===== src/rtl/spi_chain_pkg.sv =====
package spi_chain_pkg;

  localparam int PIN_CNT = 3;

  // Filtered pin levels, chip select in the top bit.
  typedef struct packed {
    logic csn;
    logic sdi;
    logic sck;
  } spi_pins_t;

  // Idle level of each pin after reset: chip select high, others low.
  localparam logic [PIN_CNT-1:0] PIN_IDLE = 3'b100;

  typedef struct packed {
    logic sck_rise;
    logic sck_fall;
    logic csn_fall;
    logic csn_rise;
  } spi_evt_t;

endpackage


===== src/rtl/spi_rst_sync.sv =====
module spi_rst_sync #(
  parameter int STAGES = 2
) (
  input  logic clk,
  input  logic rst_n,
  output logic rst_n_o
);

  logic [STAGES-1:0] chain_q;

  always_ff @(posedge clk or negedge rst_n) begin
    if (!rst_n) begin
      chain_q <= '0;
    end else begin
      chain_q <= {chain_q[STAGES-2:0], 1'b1};
    end
  end

  assign rst_n_o = chain_q[STAGES-1];

endmodule


===== src/rtl/spi_in_cond.sv =====
module spi_in_cond #(
  parameter int   SYNC_STAGES = 2,
  parameter int   FILT_LEN    = 2,
  parameter logic IDLE_VAL    = 1'b0
) (
  input  logic clk,
  input  logic rst_n,
  input  logic pin_i,
  output logic level_o
);

  logic [SYNC_STAGES-1:0] sync_q;
  logic                   sync_bit;

  always_ff @(posedge clk or negedge rst_n) begin
    if (!rst_n) begin
      sync_q <= {SYNC_STAGES{IDLE_VAL}};
    end else begin
      sync_q <= {sync_q[SYNC_STAGES-2:0], pin_i};
    end
  end

  assign sync_bit = sync_q[SYNC_STAGES-1];

  generate
    if (FILT_LEN > 1) begin : g_filter
      logic [FILT_LEN-2:0] hist_q;
      logic [FILT_LEN-1:0] window;
      logic                agree;
      logic                level_q;
      logic                level_en;

      assign window   = {hist_q, sync_bit};
      assign agree    = (&window) | (~|window);
      assign level_en = agree && (sync_bit != level_q);

      always_ff @(posedge clk or negedge rst_n) begin
        if (!rst_n) begin
          hist_q <= {(FILT_LEN-1){IDLE_VAL}};
        end else begin
          hist_q <= window[FILT_LEN-2:0];
        end
      end

      always_ff @(posedge clk or negedge rst_n) begin
        if (!rst_n) begin
          level_q <= IDLE_VAL;
        end else if (level_en) begin
          level_q <= sync_bit;
        end
      end

      assign level_o = level_q;
    end else begin : g_nofilter
      assign level_o = sync_bit;
    end
  endgenerate

endmodule


===== src/rtl/spi_evt_det.sv =====
module spi_evt_det
  import spi_chain_pkg::*;
(
  input  logic      clk,
  input  logic      rst_n,
  input  spi_pins_t lvl_i,
  output spi_evt_t  evt_o
);

  spi_pins_t prev_q;

  always_ff @(posedge clk or negedge rst_n) begin
    if (!rst_n) begin
      prev_q <= spi_pins_t'(PIN_IDLE);
    end else begin
      prev_q <= lvl_i;
    end
  end

  always_comb begin
    evt_o.sck_rise =  lvl_i.sck & ~prev_q.sck;
    evt_o.sck_fall = ~lvl_i.sck &  prev_q.sck;
    evt_o.csn_fall = ~lvl_i.csn &  prev_q.csn;
    evt_o.csn_rise =  lvl_i.csn & ~prev_q.csn;
  end

endmodule


===== src/rtl/spi_shift_core.sv =====
module spi_shift_core
  import spi_chain_pkg::*;
#(
  parameter int FRAME_W = 20
) (
  input  logic               clk,
  input  logic               rst_n,
  input  spi_evt_t           evt_i,
  input  spi_pins_t          lvl_i,
  input  logic [FRAME_W-1:0] status_i,
  output logic               sdo_o,
  output logic               sdo_oe_o,
  output logic [FRAME_W-1:0] rx_data_o,
  output logic               rx_valid_o
);

  localparam int MSB = FRAME_W - 1;

  logic [FRAME_W-1:0] shreg_q, shreg_d;
  logic [FRAME_W-1:0] rx_q;
  logic               sdo_q, sdo_d;
  logic               oe_q, oe_d;
  logic               vld_q, vld_d;
  logic               shreg_en, sdo_en, oe_en, rx_en;
  logic               in_frame;

  assign in_frame = ~lvl_i.csn;

  // Next-state and clock enables
  always_comb begin
    shreg_d  = shreg_q;
    sdo_d    = sdo_q;
    oe_d     = oe_q;
    vld_d    = 1'b0;
    shreg_en = 1'b0;
    sdo_en   = 1'b0;
    oe_en    = 1'b0;
    rx_en    = 1'b0;
    if (evt_i.csn_fall) begin
      shreg_d  = status_i;
      shreg_en = 1'b1;
      sdo_d    = status_i[MSB];
      sdo_en   = 1'b1;
      oe_d     = 1'b1;
      oe_en    = 1'b1;
    end else if (evt_i.csn_rise) begin
      rx_en    = 1'b1;
      vld_d    = 1'b1;
      sdo_d    = 1'b0;
      sdo_en   = 1'b1;
      oe_d     = 1'b0;
      oe_en    = 1'b1;
    end else if (in_frame) begin
      if (evt_i.sck_rise) begin
        shreg_d  = {shreg_q[MSB-1:0], lvl_i.sdi};
        shreg_en = 1'b1;
      end
      if (evt_i.sck_fall) begin
        sdo_d  = shreg_q[MSB];
        sdo_en = 1'b1;
      end
    end
  end

  always_ff @(posedge clk or negedge rst_n) begin
    if (!rst_n) begin
      shreg_q <= '0;
    end else if (shreg_en) begin
      shreg_q <= shreg_d;
    end
  end

  always_ff @(posedge clk or negedge rst_n) begin
    if (!rst_n) begin
      sdo_q <= 1'b0;
    end else if (sdo_en) begin
      sdo_q <= sdo_d;
    end
  end

  always_ff @(posedge clk or negedge rst_n) begin
    if (!rst_n) begin
      oe_q <= 1'b0;
    end else if (oe_en) begin
      oe_q <= oe_d;
    end
  end

  always_ff @(posedge clk or negedge rst_n) begin
    if (!rst_n) begin
      rx_q <= '0;
    end else if (rx_en) begin
      rx_q <= shreg_q;
    end
  end

  always_ff @(posedge clk or negedge rst_n) begin
    if (!rst_n) begin
      vld_q <= 1'b0;
    end else begin
      vld_q <= vld_d;
    end
  end

  assign sdo_o      = sdo_q & oe_q;
  assign sdo_oe_o   = oe_q;
  assign rx_data_o  = rx_q;
  assign rx_valid_o = vld_q;

endmodule


===== src/rtl/spi_chain_slave.sv =====
module spi_chain_slave
  import spi_chain_pkg::*;
#(
  parameter int FRAME_W     = 20,
  parameter int SYNC_STAGES = 2,
  parameter int FILT_LEN    = 2,
  parameter int RST_STAGES  = 2
) (
  input  logic               clk,
  input  logic               rst_n,
  input  logic               sck_i,
  input  logic               sdi_i,
  input  logic               csn_i,
  input  logic [FRAME_W-1:0] status_i,
  output logic               sdo_o,
  output logic               sdo_oe_o,
  output logic [FRAME_W-1:0] rx_data_o,
  output logic               rx_valid_o
);

  logic               rst_n_q;
  logic [PIN_CNT-1:0] pins_raw;
  logic [PIN_CNT-1:0] pins_filt;
  spi_pins_t          lvl;
  spi_evt_t           evt;
  logic               csn_filt;

  spi_rst_sync #(.STAGES(RST_STAGES)) u_rst (
    .clk    (clk),
    .rst_n  (rst_n),
    .rst_n_o(rst_n_q)
  );

  assign pins_raw = {csn_i, sdi_i, sck_i};

  generate
    for (genvar g = 0; g < PIN_CNT; g++) begin : g_pin
      spi_in_cond #(
        .SYNC_STAGES(SYNC_STAGES),
        .FILT_LEN   (FILT_LEN),
        .IDLE_VAL   (PIN_IDLE[g])
      ) u_cond (
        .clk    (clk),
        .rst_n  (rst_n_q),
        .pin_i  (pins_raw[g]),
        .level_o(pins_filt[g])
      );
    end
  endgenerate

  assign lvl      = spi_pins_t'(pins_filt);
  assign csn_filt = lvl.csn;

  spi_evt_det u_evt (
    .clk  (clk),
    .rst_n(rst_n_q),
    .lvl_i(lvl),
    .evt_o(evt)
  );

  spi_shift_core #(.FRAME_W(FRAME_W)) u_core (
    .clk       (clk),
    .rst_n     (rst_n_q),
    .evt_i     (evt),
    .lvl_i     (lvl),
    .status_i  (status_i),
    .sdo_o     (sdo_o),
    .sdo_oe_o  (sdo_oe_o),
    .rx_data_o (rx_data_o),
    .rx_valid_o(rx_valid_o)
  );

endmodule


===== config.mk =====
export PLATFORM = sky130hd
export DESIGN_NAME = spi_chain_slave
export DESIGN_NICKNAME = d
export VERILOG_FILES = /design/src/rtl/spi_chain_pkg.sv /design/src/rtl/spi_rst_sync.sv /design/src/rtl/spi_in_cond.sv /design/src/rtl/spi_evt_det.sv /design/src/rtl/spi_shift_core.sv /design/src/rtl/spi_chain_slave.sv
export SDC_FILE = /design/constraint.sdc
export NUM_CORES = 1
export LEC_CHECK = 0
export BUFFER_PORTS_ARGS = -buffer_cell sky130_fd_sc_hd__buf_2
export CAP_MARGIN = 10
export CORE_ASPECT_RATIO = 0.8
export CORE_UTILIZATION = 58
export CTS_CLUSTER_SIZE = 30
export DETAILED_ROUTE_END_ITERATION = 10
export GPL_ROUTABILITY_DRIVEN = 0
export GPL_TIMING_DRIVEN = 0
export PLACE_DENSITY = 0.94
export SLEW_MARGIN = 5
export SYNTH_ARGS = -nofsm -noshare
export SYNTH_HDL_FRONTEND = slang
export SYNTH_HIERARCHICAL = 1
export SYNTH_SLANG_ARGS = --single-unit

===== constraint.sdc =====
create_clock -name clk -period 3.15 [get_ports clk]
set_clock_uncertainty 0.05 [all_clocks]
set_input_delay 0.63 -clock clk [delete_from_list [all_inputs] [get_ports clk]]
set_output_delay 0.63 -clock clk [all_outputs]
set_load 0.005 [all_outputs]

==> results.sh, run 1 <==
export IMPL_timing_final_crit_share_pct=55.7
export IMPL_yosysUniqueCellTypes=21
export IMPL_slowest_stage="sky130_fd_sc_hd__dfstp_2"
export IMPL_holdCritPathClass="in2async"
export IMPL_setup_violations_final=0
export IMPL_remaining_global_route_overflow=0
export IMPL_layout_area_overhead_vs_synth_pct=21.5
export IMPL_cts_tree="yes"
export IMPL_routed_vias_inst=5.16
export IMPL_cts_root_buffer="sky130_fd_sc_hd__clkbuf_8"
export IMPL_worstPathMaxFanout=10
export IMPL_fp_coreArea_um2=3830
export IMPL_clk_transition_reported_paths_ns=0.06
export IMPL_setup_tns_ns=0
export IMPL_io_pins=48
export IMPL_post_cts_buffers=0
export IMPL_worstSetupEndpointType="register"
export IMPL_die_area_um2=4310
export IMPL_drive_above_1_share_pct=41.1
export IMPL_postSynthRegisterBits=59
export IMPL_tmin_final_ns=1.76
export IMPL_antennaDiodeCount=0
export IMPL_grt_antenna_before_repair=0
export IMPL_syn_avg_cell_area_um2=12.4
export IMPL_crit_path_start_kind="register"
export IMPL_worstPathArrival_ns=1.92
export IMPL_input_output_buffers=47
export IMPL_hold_viol=0
export IMPL_grt_pass1_vias=1534
export IMPL_least_margin_pin_slew_ns=0.740
export IMPL_vdd_drop_max_mv=0.480
export IMPL_antenna_violating_nets_post_route=0
export IMPL_final_seq_area_um2=1480
export IMPL_syn_area_um2=2350
export IMPL_grt_pass1_wl_um=7090
export IMPL_die_h_um=58.9
export IMPL_place_hpwl_um=3070
export IMPL_initial_standard_cell_utilization_of_the_core_pct=61.3
export IMPL_crit_path_cell_trace="and2b_2 > buf_2 > nand2b_4 > buf_6 > mux2_2"
export IMPL_rows=20
export IMPL_dr_total_vias=1588
export IMPL_static_leakage_power_nw=1.33
export IMPL_number_of_search_and_repair_iterations_in_the_first_detailed_routing_pass=4
export IMPL_syn_nets=214
export IMPL_worst_path_largest_cell_delay_ns=0.60
export IMPL_cap_viol_max_count=0
export IMPL_rsz_0062_raised_after_global_routing="no"
export IMPL_required_ns=3.31
export IMPL_die_width_um=73.1
export IMPL_worstSetupPathType="reg2reg"
export IMPL_postSynthCellCount=189
export IMPL_slew_limit_headroom_pct=50.7
export IMPL_final_layout_net_count=273
export IMPL_synth_warning_count=6
export IMPL_route_detailed_wl_per_inst_um=14.4
export IMPL_clkLatencyLatePin_ns=0.33
export IMPL_cts_max_path_buffers=2
export IMPL_htreeDepth=3
export IMPL_maxClockFrequency_mhz=570
export IMPL_ctsHoldBuffers=0
export IMPL_drv_slew=0
export IMPL_post_cts_resize_count=0
export IMPL_final_util_pct=74.5
export IMPL_wl_um=4430
export IMPL_clock_sinks=59
export IMPL_final_cell_mix="53 x sky130_fd_sc_hd__dfrtp_1, 48 x sky130_fd_sc_hd__buf_2, 40 x sky130_fd_sc_hd__a21oi_1"
export IMPL_fill_cells=253
export IMPL_drt_first_iter_violations=136
export IMPL_synth_seq_area_share_pct=63.2
export IMPL_drc=0
export IMPL_cts_made_buffers=9
export IMPL_p_per_area_nw_per_um2=780
export IMPL_run_status="completed"
export IMPL_grtUsageTotal_pct=23.5
export IMPL_grt_start_max_net_pins=34
export IMPL_final_common_cell="sky130_fd_sc_hd__dfrtp_1"
export IMPL_multi_input_gate_area_in_the_final_layout_um2=777
==> cell usage after synthesis <==
library cell | count | area, µm²
sky130_fd_sc_hd__a21o_1 | 1 | 7.51
sky130_fd_sc_hd__a21oi_1 | 40 | 200
sky130_fd_sc_hd__and2_1 | 1 | 6.26
sky130_fd_sc_hd__and2b_2 | 4 | 35.0
sky130_fd_sc_hd__buf_2 | 1 | 5.00
sky130_fd_sc_hd__buf_4 | 2 | 15.0
sky130_fd_sc_hd__buf_6 | 4 | 45.0
sky130_fd_sc_hd__clkbuf_1 | 4 | 15.0
sky130_fd_sc_hd__conb_1 | 1 | 3.75
sky130_fd_sc_hd__dfrtp_1 | 54 | 1350
sky130_fd_sc_hd__dfstp_2 | 5 | 131
sky130_fd_sc_hd__inv_1 | 2 | 7.51
sky130_fd_sc_hd__maj3_2 | 3 | 33.8
sky130_fd_sc_hd__mux2_2 | 20 | 225
sky130_fd_sc_hd__mux2i_1 | 1 | 10.0
sky130_fd_sc_hd__nand2_1 | 21 | 78.8
sky130_fd_sc_hd__nand2b_4 | 1 | 13.8
sky130_fd_sc_hd__nor2b_1 | 21 | 131
sky130_fd_sc_hd__nor3b_2 | 1 | 12.5
sky130_fd_sc_hd__o31ai_1 | 1 | 7.51
sky130_fd_sc_hd__or3b_4 | 1 | 11.3
==> logic make-up after synthesis <==
group | Yosys count | synth area share [%]
AOI/OAI and AO/OA | 42 | 9.17
adders and majority gates | 3 | 1.44
buffers and inverters | 13 | 3.73
DFF | 59 | 63.2
muxes | 21 | 10.0
other | 1 | 0.160
and+or+nand+nor | 50 | 12.3
==> registers in the layout (all words and copies together) (netlist names) <==
| signal | count |
|---|---|
| u_core/sdo_q | 1 |
| u_core/rx_data_o | 20 |
| g_pin.u_cond/sync_q | 6 |
| g_pin.u_cond/level_o | 3 |
| u_core/shreg_q | 20 |
| u_core/rx_valid_o | 1 |
| u_evt/prev_q | 2 |
| u_rst/chain_q | 2 |
| u_core/sdo_oe_o | 1 |
| g_pin.u_cond/g_filter.hist_q | 3 |
==> area by class of cell <==
| cell class | instances | area share (%) |
|---|---|---|
| Clock inverter | 2 | 0.351 |
| Buffer | 11 | 2.81 |
| Timing Repair Buffer | 48 | 9.21 |
| Multi-Input combinational cell | 117 | 27.2 |
| Clock buffer | 14 | 5.70 |
| Sequential cell | 59 | 52.0 |
| Tap cell | 55 | 2.41 |
| Inverter | 2 | 0.263 |
==> layer usage <==
metal	up-vias	GRT usage (%)	routed length, µm
met2	54	37.8	2150
met3	12	9.76	287
li1	753	-	-
met5	-	0	0
met1	769	27.8	1930
met4	0	10.6	72
==> through the flow <==
step / power, mW / worst slack [ns] / instance area (µm²) / hold WS [ns] / instances
after floorplan: 1.40 / 1.34 / 2350 / 0.281 / 189
after global placement: 1.60 / 0.835 / 2650 / 0.283 / 291
after detailed placement: 1.64 / 1.40 / 2680 / 0.292 / 292
after CTS: 2.24 / 1.38 / 2850 / 0.00549 / 308
after global routing: 2.36 / 1.35 / 2850 / 0.000713 / 308
final: 2.23 / 1.39 / 2850 / 0.0171 / 308
==> where the power goes <==
group / leakage [nW] / switching, mW / total (mW) / internal (mW)
clock network: 0.0905 / 0.267 / 0.593 / 0.326
logic: 0.571 / 0.212 / 0.502 / 0.290
registers: 0.672 / 0.144 / 1.13 / 0.986
==> final timing paths <==
path / cells after the start / slack [ns] / start / endpoint
hold reg to reg: 0 / 0.29 / u_rst/chain_q[1] / g_pin[1].u_cond/g_filter.hist_q
min in group clk: 0 / 0.30 / g_pin[0].u_cond/sync_q[0] / g_pin[0].u_cond/sync_q[1]
hold / removal: 1 / 0.02 / rst_n / u_rst/chain_q[0]
max in group asynchronous: 1 / 2.12 / u_rst/chain_q[1] / u_evt/prev_q[2]
setup reg to reg: 5 / 1.39 / g_pin[2].u_cond/level_o / u_core/rx_data_o[1]
setup / recovery: 5 / 1.39 / g_pin[2].u_cond/level_o / u_core/rx_data_o[1]
==> critical path: cells and delay by family (launching register included) <==
kind / cells / cell delay [ns]
buf+inv: 2 / 0.30
flops: 1 / 0.60
mux: 1 / 0.28
simple gates: 2 / 0.40
(Power assumes the default switching activity.)
==> run 2, diff against run 1 <==
--- a/config.mk
+++ b/config.mk
@@ -8,12 +8,12 @@
 export BUFFER_PORTS_ARGS = -buffer_cell sky130_fd_sc_hd__buf_2
 export CAP_MARGIN = 10
 export CORE_ASPECT_RATIO = 0.8
-export CORE_UTILIZATION = 58
+export CORE_UTILIZATION = 48
 export CTS_CLUSTER_SIZE = 30
 export DETAILED_ROUTE_END_ITERATION = 10
 export GPL_ROUTABILITY_DRIVEN = 0
 export GPL_TIMING_DRIVEN = 0
-export PLACE_DENSITY = 0.94
+export PLACE_DENSITY = 0.84
 export SLEW_MARGIN = 5
 export SYNTH_ARGS = -nofsm -noshare
 export SYNTH_HDL_FRONTEND = slang
==> constraint.sdc (replaced) <==
create_clock -name clk -period 1.6 [get_ports clk]
set_clock_uncertainty 0.05 [all_clocks]
set_input_delay 0.32 -clock clk [delete_from_list [all_inputs] [get_ports clk]]
set_output_delay 0.32 -clock clk [all_outputs]
set_load 0.005 [all_outputs]
==> run 2 against run 1 <==
Against the previous run:
- the flow now finishes with violations (negative setup slack)
- register-to-register slack worse by 1.5 ns
- sequential power is 100% higher
- power is 110% higher
- critical path depth stayed put
- combinational power is 130% higher
- via count is 2.3% higher
- sequential share of layout area is 4.0 points lower
- non-clock buffer count is 6 higher
- final cell count is 3.6% higher
- critical endpoint is now u_core/shreg_q[5]
- largest cell class unchanged
- highest routed layer unchanged
==> results.sh, run 2 (same netlist as run 1, synthesis figures left out) <==
export IMPL_clock_sinks=59
export IMPL_static_leakage_power_nw=1.40
export IMPL_drt_first_iter_violations=52
export IMPL_holdCritPathClass="in2reg"
export IMPL_htreeDepth=3
export IMPL_worstSetupEndpointType="register"
export IMPL_wl_um=4990
export IMPL_critical_path_depth=5
export IMPL_io_pins=48
export IMPL_rows=22
export IMPL_worst_path_largest_cell_delay_ns=0.53
export IMPL_antennaDiodeCount=0
export IMPL_cap_viol_max_count=0
export IMPL_antenna_violating_nets_post_route=0
export IMPL_fin_total_pwr_mw=4.66
export IMPL_initial_standard_cell_utilization_of_the_core_pct=50.5
export IMPL_grt_pass1_wl_um=7670
export IMPL_final_util_pct=66.6
export IMPL_crit_path_start_kind="register"
export IMPL_slowest_stage="sky130_fd_sc_hd__dfstp_2"
export IMPL_layout_area_overhead_vs_synth_pct=31.9
export IMPL_route_detailed_wl_per_inst_um=15.7
export IMPL_worstSetupPathType="reg2reg"
export IMPL_fin_area_um2=3100
export IMPL_worstRegToRegCells=5
export IMPL_die_h_um=64.5
export IMPL_die_width_um=80.2
export IMPL_drv_slew=0
export IMPL_input_output_buffers=47
export IMPL_drc=0
export IMPL_clk_transition_reported_paths_ns=0.06
export IMPL_grt_start_max_net_pins=58
export IMPL_die_area_um2=5180
export IMPL_crit_path_cell_trace="and2b_2 > or3b_4 > buf_6 > nand2_2 > a21oi_1"
export IMPL_cts_made_buffers=9
export IMPL_setup_violations_final=29
export IMPL_routed_vias_inst=5.09
export IMPL_violations="negative setup slack"
export IMPL_fill_cells=356
export IMPL_critPathTopFamily="simple AND/OR/NAND/NOR gates"
export IMPL_timing_final_crit_share_pct=106
export IMPL_final_setup_worst_slack_ns=-0.0897
export IMPL_remaining_global_route_overflow=0
export IMPL_final_common_cell="sky130_fd_sc_hd__dfrtp_1"
export IMPL_place_area_um2=2670
export IMPL_p_per_area_nw_per_um2=1500
export IMPL_least_margin_pin_slew_ns=0.712
export IMPL_fp_coreArea_um2=4650
export IMPL_holdPathStages=1
export IMPL_rsz_0062_raised_after_global_routing="yes"
export IMPL_grt_antenna_before_repair=0
export IMPL_run_status="finished, violations left"
export IMPL_dpl_worst_slack_ns=-0.0944
export IMPL_drive_above_1_share_pct=57.5
export IMPL_crit_buf_inv=1
export IMPL_cts_max_path_buffers=2
export IMPL_number_of_search_and_repair_iterations_in_the_first_detailed_routing_pass=4
export IMPL_grt_pass1_vias=1676
export IMPL_dr_total_vias=1625
export IMPL_maxClockFrequency_mhz=592
export IMPL_setup_tns_ns=-1.44
export IMPL_tmin_final_ns=1.69
export IMPL_clkLatencyLatePin_ns=0.33
export IMPL_grtUsageTotal_pct=20.9
export IMPL_cts_root_buffer="sky130_fd_sc_hd__clkbuf_8"
export IMPL_required_ns=1.76
export IMPL_hold_viol=0
export IMPL_slew_limit_headroom_pct=52.6
export IMPL_cts_tree="yes"
export IMPL_worstPathMaxFanout=5
export IMPL_vdd_drop_max_mv=0.873
export IMPL_place_hpwl_um=2990
export IMPL_worstPathArrival_ns=1.85
export IMPL_final_layout_net_count=279
export IMPL_final_cell_mix="53 x sky130_fd_sc_hd__dfrtp_1, 47 x sky130_fd_sc_hd__buf_2, 21 x sky130_fd_sc_hd__a21oi_1, 21 x sky130_fd_sc_hd__nor2b_1"
## run 2: cell count changes in the layout (fill, tap and decap cells not counted), moves of 2 or more
cell | before | now
sky130_fd_sc_hd__a21oi_2 | 0 | 19
sky130_fd_sc_hd__nand2_4 | 0 | 4
sky130_fd_sc_hd__clkbuf_16 | 0 | 2
sky130_fd_sc_hd__buf_8 | 0 | 2
sky130_fd_sc_hd__a21oi_1 | 40 | 21
sky130_fd_sc_hd__nand2_1 | 21 | 1
sky130_fd_sc_hd__nand2_2 | 0 | 16
sky130_fd_sc_hd__buf_4 | 2 | 5
## run 2: per-stage QoR
step | hold WS (ns) | cells
finish | 0.0383 | 319
global route | 0.0131 | 319
CTS | 0.0144 | 318
detailed placement | 0.0573 | 296
global placement | 0.0563 | 296
floorplan | -0.0256 | 189
## run 2: path summary, 6_finish.rpt
check                                       endpoint  slack (ns)                      start
min                        g_pin[2].u_cond/sync_q[0]        0.04                      csn_i
max reg2reg                        u_core/shreg_q[5]       -0.09            u_evt/prev_q[2]
max in group asynchronous        u_core/rx_data_o[5]        0.69           u_rst/chain_q[1]
min reg2reg                g_pin[1].u_cond/sync_q[1]        0.30  g_pin[1].u_cond/sync_q[0]
min in group asynchronous           u_rst/chain_q[1]        0.26                      rst_n
max                                u_core/shreg_q[5]       -0.09            u_evt/prev_q[2]
## run 2: worst register-to-register path: cells and delay by family, from the launching register on
family | cells | cell delay, ns
buffers and inverters | 1 | 0.16
AND/OR/NAND/NOR | 3 | 0.75
flip-flops | 1 | 0.53
AO/OA/AOI/OAI | 1 | 0.07
## run 2: power breakdown
| group | internal [mW] | total (mW) | switching, mW | leakage, nW |
|---|---|---|---|---|
| Clock | 0.684 | 1.22 | 0.531 | 0.0965 |
| Combinational | 0.691 | 1.17 | 0.482 | 0.635 |
| Sequential | 1.94 | 2.27 | 0.329 | 0.672 |
## run 2: final cells by class
cell class              count  area (µm²)  area share [%]
plain buffers              10        82.6            2.67
clock buffers              14         173            5.58
clock inverters             2        10.0           0.323
inverters                   2        7.51           0.242
multi-input cells         117         922            29.8
flip-flops and latches     59        1490            48.0
well taps                  60        75.1            2.42
repair buffers             55         340            11.0
## run 2: per-layer routing
layer	vias up	global-route usage [%]	routed length, µm
li1	763	-	-
met1	799	24.8	2210
met2	57	33.1	2430
met3	6	9.86	303
met4	0	8.04	48
met5	-	0	0
## run 2: repair_timing
item	CTS	global route
resized for setup	38	12
gates cloned	2	2
hold endpoints to repair	2	0
hold buffers	1	0
endpoints found under the setup margin	40	40
buffers inserted	3	0
pin swaps	15	2
